### src/rtl/fan_pkg.sv
package fan_pkg;
    localparam int unsigned NUM_FANS  = 3;
    localparam int unsigned PWM_STEPS = 100;
    localparam logic [6:0]  DUTY_MAX  = 7'd100;
    localparam logic [6:0]  DUTY_RST  = 7'd30;
    localparam logic [7:0]  REG_LAST  = 8'd3;

    typedef enum logic [2:0] {
        ST_IDLE,
        ST_ADDR,
        ST_REG,
        ST_WR,
        ST_ACK,
        ST_RD,
        ST_RACK
    } i2c_st_t;
endpackage

### src/rtl/fan_i2c_target.sv
module fan_i2c_target
    import fan_pkg::*;
#(
    parameter logic [6:0] DEV_ADDR = 7'h74
) (
    input  logic       clk,
    input  logic       rst_n,
    input  logic       scl_i,
    input  logic       sda_i,
    output logic       sda_oe_o,
    output logic       wr_en_o,
    output logic [7:0] wr_addr_o,
    output logic [7:0] wr_data_o,
    output logic [7:0] rd_addr_o,
    input  logic [7:0] rd_data_i
);
    typedef struct packed {
        logic [1:0] scl_sync;
        logic [1:0] sda_sync;
        logic       scl_prev;
        logic       sda_prev;
        i2c_st_t    st;
        i2c_st_t    after;
        logic [3:0] bitcnt;
        logic [7:0] shreg;
        logic [7:0] ptr;
        logic       sda_oe;
        logic       mack;
    } tgt_t;

    tgt_t q, n;
    logic scl, sda, rise, fall, start_ev, stop_ev, load_rd;

    assign scl      = q.scl_sync[1];
    assign sda      = q.sda_sync[1];
    assign rise     = scl & ~q.scl_prev;
    assign fall     = ~scl & q.scl_prev;
    assign start_ev = scl & q.scl_prev & q.sda_prev & ~sda;
    assign stop_ev  = scl & q.scl_prev & ~q.sda_prev & sda;

    function automatic logic [7:0] ptr_inc(input logic [7:0] p);
        return (p == 8'hFF) ? p : p + 8'd1;
    endfunction

    always_comb begin
        n          = q;
        load_rd    = 1'b0;
        wr_en_o    = 1'b0;
        n.scl_sync = {q.scl_sync[0], scl_i};
        n.sda_sync = {q.sda_sync[0], sda_i};
        n.scl_prev = scl;
        n.sda_prev = sda;
        if (start_ev) begin
            n.st     = ST_ADDR;
            n.bitcnt = 4'd0;
            n.sda_oe = 1'b0;
        end else if (stop_ev) begin
            n.st     = ST_IDLE;
            n.sda_oe = 1'b0;
        end else begin
            case (q.st)
                ST_ADDR, ST_REG, ST_WR: begin
                    if (rise && q.bitcnt < 4'd8) begin
                        n.shreg  = {q.shreg[6:0], sda};
                        n.bitcnt = q.bitcnt + 4'd1;
                    end else if (fall && q.bitcnt == 4'd8) begin
                        n.bitcnt = 4'd0;
                        n.st     = ST_ACK;
                        if (q.st == ST_ADDR) begin
                            if (q.shreg[7:1] == DEV_ADDR) begin
                                n.sda_oe = 1'b1;
                                n.after  = q.shreg[0] ? ST_RD : ST_REG;
                            end else begin
                                n.st = ST_IDLE;
                            end
                        end else if (q.st == ST_REG) begin
                            if (q.shreg <= REG_LAST) begin
                                n.sda_oe = 1'b1;
                                n.ptr    = q.shreg;
                                n.after  = ST_WR;
                            end else begin
                                n.st = ST_IDLE;
                            end
                        end else begin
                            if (q.ptr <= REG_LAST) begin
                                n.sda_oe = 1'b1;
                                wr_en_o  = 1'b1;
                                n.after  = ST_WR;
                            end else begin
                                n.st = ST_IDLE;
                            end
                            n.ptr = ptr_inc(q.ptr);
                        end
                    end
                end
                ST_ACK: begin
                    if (fall) begin
                        n.sda_oe = 1'b0;
                        n.bitcnt = 4'd0;
                        if (q.after == ST_RD) load_rd = 1'b1;
                        else                  n.st    = q.after;
                    end
                end
                ST_RD: begin
                    if (fall) begin
                        if (q.bitcnt == 4'd8) begin
                            n.sda_oe = 1'b0;
                            n.mack   = 1'b0;
                            n.st     = ST_RACK;
                        end else begin
                            n.shreg  = {q.shreg[6:0], 1'b0};
                            n.sda_oe = ~q.shreg[6];
                            n.bitcnt = q.bitcnt + 4'd1;
                        end
                    end
                end
                ST_RACK: begin
                    if (rise) n.mack = ~sda;
                    if (fall) begin
                        if (q.mack) load_rd = 1'b1;
                        else        n.st    = ST_IDLE;
                    end
                end
                default: ;
            endcase
        end
        if (load_rd) begin
            n.shreg  = rd_data_i;
            n.sda_oe = ~rd_data_i[7];
            n.ptr    = ptr_inc(q.ptr);
            n.bitcnt = 4'd1;
            n.st     = ST_RD;
        end
    end

    always_ff @(posedge clk or negedge rst_n) begin
        if (!rst_n) begin
            q          <= '0;
            q.scl_sync <= 2'b11;
            q.sda_sync <= 2'b11;
            q.scl_prev <= 1'b1;
            q.sda_prev <= 1'b1;
            q.st       <= ST_IDLE;
            q.after    <= ST_IDLE;
        end else begin
            q <= n;
        end
    end

    assign sda_oe_o  = q.sda_oe;
    assign wr_addr_o = q.ptr;
    assign wr_data_o = q.shreg;
    assign rd_addr_o = q.ptr;

    AST_IDLE_RELEASED: assert property (@(posedge clk) disable iff (!rst_n)
        (q.st == ST_IDLE) |-> !sda_oe_o);
    AST_STOP_TO_IDLE: assert property (@(posedge clk) disable iff (!rst_n)
        stop_ev |=> (q.st == ST_IDLE));
    AST_WRITE_IN_RANGE: assert property (@(posedge clk) disable iff (!rst_n)
        wr_en_o |-> (wr_addr_o <= REG_LAST));
endmodule

### src/rtl/fan_regs.sv
module fan_regs
    import fan_pkg::*;
(
    input  logic                         clk,
    input  logic                         rst_n,
    input  logic                         wr_en_i,
    input  logic [7:0]                   wr_addr_i,
    input  logic [7:0]                   wr_data_i,
    input  logic [7:0]                   rd_addr_i,
    output logic [7:0]                   rd_data_o,
    input  logic [NUM_FANS-1:0][7:0]     rps_i,
    output logic [NUM_FANS-1:0]          en_o,
    output logic [NUM_FANS-1:0][6:0]     duty_o
);
    typedef struct packed {
        logic [NUM_FANS-1:0]      en;
        logic [NUM_FANS-1:0][6:0] duty;
    } regs_t;

    regs_t q, n;

    always_comb begin
        n = q;
        if (wr_en_i) begin
            if (wr_addr_i == 8'd0) n.en = wr_data_i[NUM_FANS-1:0];
            for (int i = 0; i < NUM_FANS; i++) begin
                if (wr_addr_i == 8'(i + 1))
                    n.duty[i] = (wr_data_i > 8'(DUTY_MAX)) ? DUTY_MAX : wr_data_i[6:0];
            end
        end
    end

    always_ff @(posedge clk or negedge rst_n) begin
        if (!rst_n) begin
            q.en <= '1;
            for (int i = 0; i < NUM_FANS; i++) q.duty[i] <= DUTY_RST;
        end else begin
            q <= n;
        end
    end

    always_comb begin
        rd_data_o = 8'h00;
        if (rd_addr_i == 8'd0) rd_data_o = {{(8 - NUM_FANS){1'b0}}, q.en};
        for (int i = 0; i < NUM_FANS; i++) begin
            if (rd_addr_i == 8'(i + 1)) rd_data_o = rps_i[i];
        end
    end

    assign en_o   = q.en;
    assign duty_o = q.duty;

    AST_MASK_WRITE: assert property (@(posedge clk) disable iff (!rst_n)
        (wr_en_i && wr_addr_i == 8'd0) |=> (en_o == $past(wr_data_i[NUM_FANS-1:0])));

    for (genvar g = 0; g < NUM_FANS; g++) begin : g_chk
        AST_DUTY_BOUND: assert property (@(posedge clk) disable iff (!rst_n)
            duty_o[g] <= DUTY_MAX);
    end
endmodule

### src/rtl/fan_pwm.sv
module fan_pwm
    import fan_pkg::*;
#(
    parameter int unsigned PWM_DIV = 100
) (
    input  logic       clk,
    input  logic       rst_n,
    input  logic       en_i,
    input  logic [6:0] duty_i,
    output logic       pwm_o
);
    localparam int unsigned DIV_W = (PWM_DIV > 1) ? $clog2(PWM_DIV) : 1;

    typedef struct packed {
        logic [DIV_W-1:0] div;
        logic [6:0]       step;
        logic             out;
    } pwm_t;

    pwm_t q, n;

    always_comb begin
        n = q;
        if (q.div == DIV_W'(PWM_DIV - 1)) begin
            n.div  = '0;
            n.step = (q.step == 7'(PWM_STEPS - 1)) ? 7'd0 : q.step + 7'd1;
        end else begin
            n.div = q.div + DIV_W'(1);
        end
        n.out = en_i && (q.step < duty_i);
    end

    always_ff @(posedge clk or negedge rst_n) begin
        if (!rst_n) q <= '0;
        else        q <= n;
    end

    assign pwm_o = q.out;

    AST_PWM_DISABLED_LOW: assert property (@(posedge clk) disable iff (!rst_n)
        !en_i |=> !pwm_o);
    AST_PWM_FULL_HIGH: assert property (@(posedge clk) disable iff (!rst_n)
        (en_i && duty_i >= DUTY_MAX) |=> pwm_o);
endmodule

### src/rtl/fan_tach.sv
module fan_tach (
    input  logic       clk,
    input  logic       rst_n,
    input  logic       tach_i,
    input  logic       tick_i,
    output logic [7:0] rps_o
);
    typedef struct packed {
        logic [2:0] sync;
        logic [7:0] cnt;
        logic [7:0] rps;
    } tach_t;

    tach_t q, n;
    logic       pulse;
    logic [8:0] total;

    assign pulse = q.sync[1] & ~q.sync[2];
    assign total = {1'b0, q.cnt} + {8'd0, pulse};

    always_comb begin
        n      = q;
        n.sync = {q.sync[1:0], tach_i};
        if (tick_i) begin
            n.rps = total[8] ? 8'hFF : total[7:0];
            n.cnt = 8'd0;
        end else if (pulse && q.cnt != 8'hFF) begin
            n.cnt = q.cnt + 8'd1;
        end
    end

    always_ff @(posedge clk or negedge rst_n) begin
        if (!rst_n) q <= '0;
        else        q <= n;
    end

    assign rps_o = q.rps;

    AST_SPEED_HELD: assert property (@(posedge clk) disable iff (!rst_n)
        !tick_i |=> $stable(rps_o));
    AST_SPEED_CLEARED: assert property (@(posedge clk) disable iff (!rst_n)
        (tick_i && !pulse && q.cnt == 8'd0) |=> (rps_o == 8'd0));
endmodule

### src/rtl/fan_i2c_ctrl.sv
module fan_i2c_ctrl
    import fan_pkg::*;
#(
    parameter logic [6:0]  DEV_ADDR  = 7'h74,
    parameter int unsigned PWM_DIV   = 100,
    parameter int unsigned SEC_TICKS = 250_000_000
) (
    input  logic                clk,
    input  logic                rst_n,
    input  logic                scl_i,
    input  logic                sda_i,
    output logic                sda_oe_o,
    input  logic [NUM_FANS-1:0] tach_i,
    output logic [NUM_FANS-1:0] pwm_o
);
    localparam int unsigned SEC_W = (SEC_TICKS > 1) ? $clog2(SEC_TICKS) : 1;

    logic                     wr_en;
    logic [7:0]               wr_addr, wr_data, rd_addr, rd_data;
    logic [NUM_FANS-1:0]      en;
    logic [NUM_FANS-1:0][6:0] duty;
    logic [NUM_FANS-1:0][7:0] rps;
    logic [SEC_W-1:0]         sec_d, sec_q;
    logic                     sec_tick;

    assign sec_tick = (sec_q == SEC_W'(SEC_TICKS - 1));

    always_comb begin
        sec_d = sec_tick ? '0 : sec_q + SEC_W'(1);
    end

    always_ff @(posedge clk or negedge rst_n) begin
        if (!rst_n) sec_q <= '0;
        else        sec_q <= sec_d;
    end

    fan_i2c_target #(.DEV_ADDR(DEV_ADDR)) u_target (
        .clk       (clk),
        .rst_n     (rst_n),
        .scl_i     (scl_i),
        .sda_i     (sda_i),
        .sda_oe_o  (sda_oe_o),
        .wr_en_o   (wr_en),
        .wr_addr_o (wr_addr),
        .wr_data_o (wr_data),
        .rd_addr_o (rd_addr),
        .rd_data_i (rd_data)
    );

    fan_regs u_regs (
        .clk       (clk),
        .rst_n     (rst_n),
        .wr_en_i   (wr_en),
        .wr_addr_i (wr_addr),
        .wr_data_i (wr_data),
        .rd_addr_i (rd_addr),
        .rd_data_o (rd_data),
        .rps_i     (rps),
        .en_o      (en),
        .duty_o    (duty)
    );

    for (genvar g = 0; g < NUM_FANS; g++) begin : g_fan
        fan_pwm #(.PWM_DIV(PWM_DIV)) u_pwm (
            .clk    (clk),
            .rst_n  (rst_n),
            .en_i   (en[g]),
            .duty_i (duty[g]),
            .pwm_o  (pwm_o[g])
        );
        fan_tach u_tach (
            .clk    (clk),
            .rst_n  (rst_n),
            .tach_i (tach_i[g]),
            .tick_i (sec_tick),
            .rps_o  (rps[g])
        );
    end
endmodule

### config.mk
export PLATFORM = sky130hd
export DESIGN_NAME = fan_i2c_ctrl
export DESIGN_NICKNAME = d
export VERILOG_FILES = /design/src/rtl/fan_pkg.sv /design/src/rtl/fan_i2c_target.sv /design/src/rtl/fan_regs.sv /design/src/rtl/fan_pwm.sv /design/src/rtl/fan_tach.sv /design/src/rtl/fan_i2c_ctrl.sv
export SDC_FILE = /design/constraint.sdc
export NUM_CORES = 1
export LEC_CHECK = 0
export BUFFER_PORTS_ARGS = -buffer_cell sky130_fd_sc_hd__buf_2
export CORE_MARGIN = 2
export CORE_UTILIZATION = 41
export CTS_CLUSTER_DIAMETER = 60
export DETAILED_ROUTE_END_ITERATION = 16
export PLACE_DENSITY = 0.57
export SLEW_MARGIN = 20
export SYNTH_ARGS = -nofsm -noshare
export SYNTH_HDL_FRONTEND = slang
export SYNTH_SLANG_ARGS = --single-unit
### constraint.sdc
create_clock -name clk -period 6.64 [get_ports clk]
set_clock_uncertainty 0.15 [all_clocks]
set_input_delay 0.332 -clock clk [delete_from_list [all_inputs] [get_ports clk]]
set_output_delay 0.332 -clock clk [all_outputs]
set_load 0.005 [all_outputs]
==> flow_metrics.env <==
export IMPL_outcome="finished, final reports clean"
export IMPL_die_area_um2=25900
export IMPL_cap_violations=0
export IMPL_path_max_fanout=60
export IMPL_wl_per_cell_um=14.2
export IMPL_fmax_ghz=0.357
export IMPL_cts_setup_buffers=0
export IMPL_worst_pin_slew_ns=0.968
export IMPL_crit_type="reg2reg"
export IMPL_slew_viol_final=0
export IMPL_yosysMostFrequentCell="dfrtp_1"
export IMPL_dp_cells=1311
export IMPL_synth_commonest_cells="dfrtp_1, nor2_1, nand2_1, a21oi_1, inv_1"
export IMPL_grt_pass1_wl_um=33400
export IMPL_drive_gt1_share_pct=11.8
export IMPL_synth_top_area_cell="dfrtp_1"
export IMPL_drt_total_wl_um=19100
export IMPL_start_kind="register"
export IMPL_viasPerCell=5.26
export IMPL_synthCells=1022
export IMPL_layout_cells_non_filler=1349
export IMPL_cts_buffers=17
export IMPL_ys_types=77
export IMPL_synth_seq_cells=188
export IMPL_synth_edf_count=0
export IMPL_cp_arrival_ns=2.98
export IMPL_start_util_pct=41.6
export IMPL_clock_root_buffer="clkbuf_16"
export IMPL_die_h_um=161
export IMPL_synth_warnings=0
export IMPL_diodes=0
export IMPL_worstPathRequired_ns=6.82
export IMPL_cts_sinks=188
export IMPL_final_hold_viol_count=0
export IMPL_route_detailed_drc=0
export IMPL_cp_end_kind="register"
export IMPL_row_count=57
export IMPL_num_vias=7095
export IMPL_finalSetupViolCount=0
export IMPL_min_period_ns=2.80
export IMPL_finalSetupTns_ns=0
export IMPL_clk_transition_reported_paths_ns=0.08
export IMPL_seq_area_frac_synth_pct=46.9
export IMPL_cts_tree="built"
export IMPL_clockBufferDepth=2
export IMPL_synthArstFlopShare_pct=100
export IMPL_io_buffers=10
export IMPL_grt_usage_pct=15.6
export IMPL_fp_dieW_um=161
export IMPL_antenna_left=0
export IMPL_netlist_area_um2=10100
export IMPL_avgSynthCellArea_um2=9.87
export IMPL_fin_nets=1059
export IMPL_antenna_found_initial=0
export IMPL_drtIter0Drc=484
export IMPL_place_hpwl_um=12900
export IMPL_cts_max_level=4
export IMPL_ir_drop_mv=0.152
export IMPL_synth_top_area_share_pct=41.4
export IMPL_relSlewSlack_pct=35.4
export IMPL_synthTopCellsByArea="dfrtp_1, dfstp_2, ha_1"
export IMPL_hold_path_class="reg2reg"
export IMPL_syn_nets=1069
export IMPL_rsz0062_at_grt="no"
export IMPL_areaGrowthSynthToFinish_pct=9.31
export IMPL_core_um2=24200
export IMPL_clock_latency_ns=0.44
export IMPL_pwr_density_cell_nw_per_um2=278
export IMPL_place_gp_congestion=0.812
export IMPL_leakage_uw=0.00470
export IMPL_grt_max_degree=119
export IMPL_finalCritPeriodShare_pct=42.2
export IMPL_grt_pass1_vias=6875
export IMPL_synth_ff_type="dfrtp_1"
export IMPL_dr_pass1_iters=5
export IMPL_pin_count=11
export IMPL_grt_overflow=0
cell usage in the layout (no fill, tap or decap), types with 5 or more instances in the layout:
cell type / netlist / routed
a21o_1: 6 / 6
nand3_1: 43 / 43
o31ai_1: 6 / 6
and3_1: 14 / 14
clkbuf_16: 0 / 17
ha_1: 40 / 40
and2_1: 10 / 10
dlygate4sd3_1: 0 / 6
mux2_2: 18 / 18
xor2_1: 31 / 31
o22ai_1: 5 / 5
buf_2: 9 / 9
nor2_1: 119 / 119
nor4bb_1: 5 / 5
a31oi_1: 10 / 10
dfstp_2: 21 / 21
nand3b_1: 12 / 12
nor4_1: 7 / 7
mux2_4: 18 / 18
or2_2: 6 / 6
a22oi_1: 5 / 5
o21ai_0: 41 / 41
nor2b_1: 8 / 8
inv_1: 45 / 45
nand4_1: 26 / 26
a21oi_1: 69 / 69
xnor2_1: 43 / 43
or3_1: 10 / 10
dfrtp_1: 167 / 167
nor3_1: 23 / 23
nand2_1: 70 / 70
and4_1: 8 / 7
nand2b_1: 12 / 12
mux2i_1: 15 / 15
clkinv_8: 0 / 7
worst max-delay path: stages, from the launching register on:
cell,delay [ns]
dfrtp_1,0.42
ha_1,0.25
and2_1,0.16
and2_1,0.15
and4_2,0.55
buf_4,0.58
mux2_2,0.40
flip-flops by register name (all words and copies together), names as in the netlist:
name	count
u_target.q	13
g_fan.u_tach.q	27
g_fan.u_tach.rps_o	24
u_target.sda_oe_o	1
u_target.wr_data_o	8
g_fan.u_pwm.pwm_o	3
u_target.n	4
u_regs.duty_o	21
g_fan.u_tach.n	6
g_fan.u_pwm.q	42
sec_q	28
u_regs.en_o	3
u_target.rd_addr_o	8
routing by layer:
metal  track usage, %  wire length [µm]  vias to the layer above  part of all wire [%]
met2             24.6              8720                       71                    46
met5                0                 0                        -                     0
met4             4.38               236                        0                   1.2
met3             2.63               424                       21                   2.2
met1             22.2              9750                     3414                    51
li1                 -                 -                     3589                     -
logic make-up (layout without fill, tap and decap cells):
| family | count (synthesis) | count (layout) | synth area share (%) |
|---|---|---|---|
| compound gates | 179 | 179 | 10.8 |
| xor+xnor | 74 | 74 | 6.43 |
| fa+ha+maj | 40 | 40 | 4.96 |
| buf+inv | 94 | 97 | 3.98 |
| flops | 188 | 188 | 46.9 |
| mux | 51 | 51 | 6.18 |
| simple gates | 396 | 396 | 20.7 |
power breakdown:
part           switching [µW]  leakage (µW)  total (µW)  internal [µW]
clock                     517      0.000294        1030            514
combinational             327       0.00198         597            270
sequential                192       0.00242        1440           1240
total                    1040       0.00470        3060           2030
metrics by stage:
stage                     hold WS [ns]  setup WS, ns  instance area, µm²  utilization [%]  power (µW)
final                            0.202          3.84               11000             45.4        3060
after global routing             0.208          3.66               11000             45.4        3250
after CTS                        0.205          3.84               11000             45.4        3110
after detailed placement         0.188          3.86               10300             42.7        2050
after global placement           0.183          3.91               10300             42.7        2050
after floorplan                 -0.114          4.34               10100                -        1880
area by class of cell:
type                            count  area, µm²
Inverter                           45        169
Multi-Input combinational cell    740       4950
Tap cell                          324        405
Timing Repair Buffer               20        149
Fill cell                        2338      13200
Clock buffer                       17        425
Clock inverter                     15        190
Sequential cell                   188       4730
final timing paths:
check                                           startpoint                                    to  slack, ns  depth (start not counted)
hold / removal             g_fan[0].u_tach.n[17]$_DFF_PN0_       g_fan[0].u_tach.n[18]$_DFF_PN0_       0.20                          0
max in group asynchronous                            rst_n     g_fan[1].u_tach.q[15]$_DFFE_PN0P_       4.45                          3
min in group asynchronous                            rst_n        g_fan[1].u_pwm.q[12]$_DFF_PN0_       0.40                          2
hold reg to reg            g_fan[0].u_tach.n[17]$_DFF_PN0_       g_fan[0].u_tach.n[18]$_DFF_PN0_       0.20                          0
setup reg to reg                        sec_q[0]$_DFF_PN0_  g_fan[2].u_tach.rps_o[6]$_DFFE_PN0N_       3.84                          6
setup / recovery                        sec_q[0]$_DFF_PN0_  g_fan[2].u_tach.rps_o[6]$_DFFE_PN0N_       3.84                          6
what timing repair did:
| item | in CTS | in global routing |
|---|---|---|
| resized for setup | 0 | 0 |
| hold buffers | 6 | 0 |
| endpoints found under the hold margin | 107 | 0 |
(Power assumes the default switching activity.)
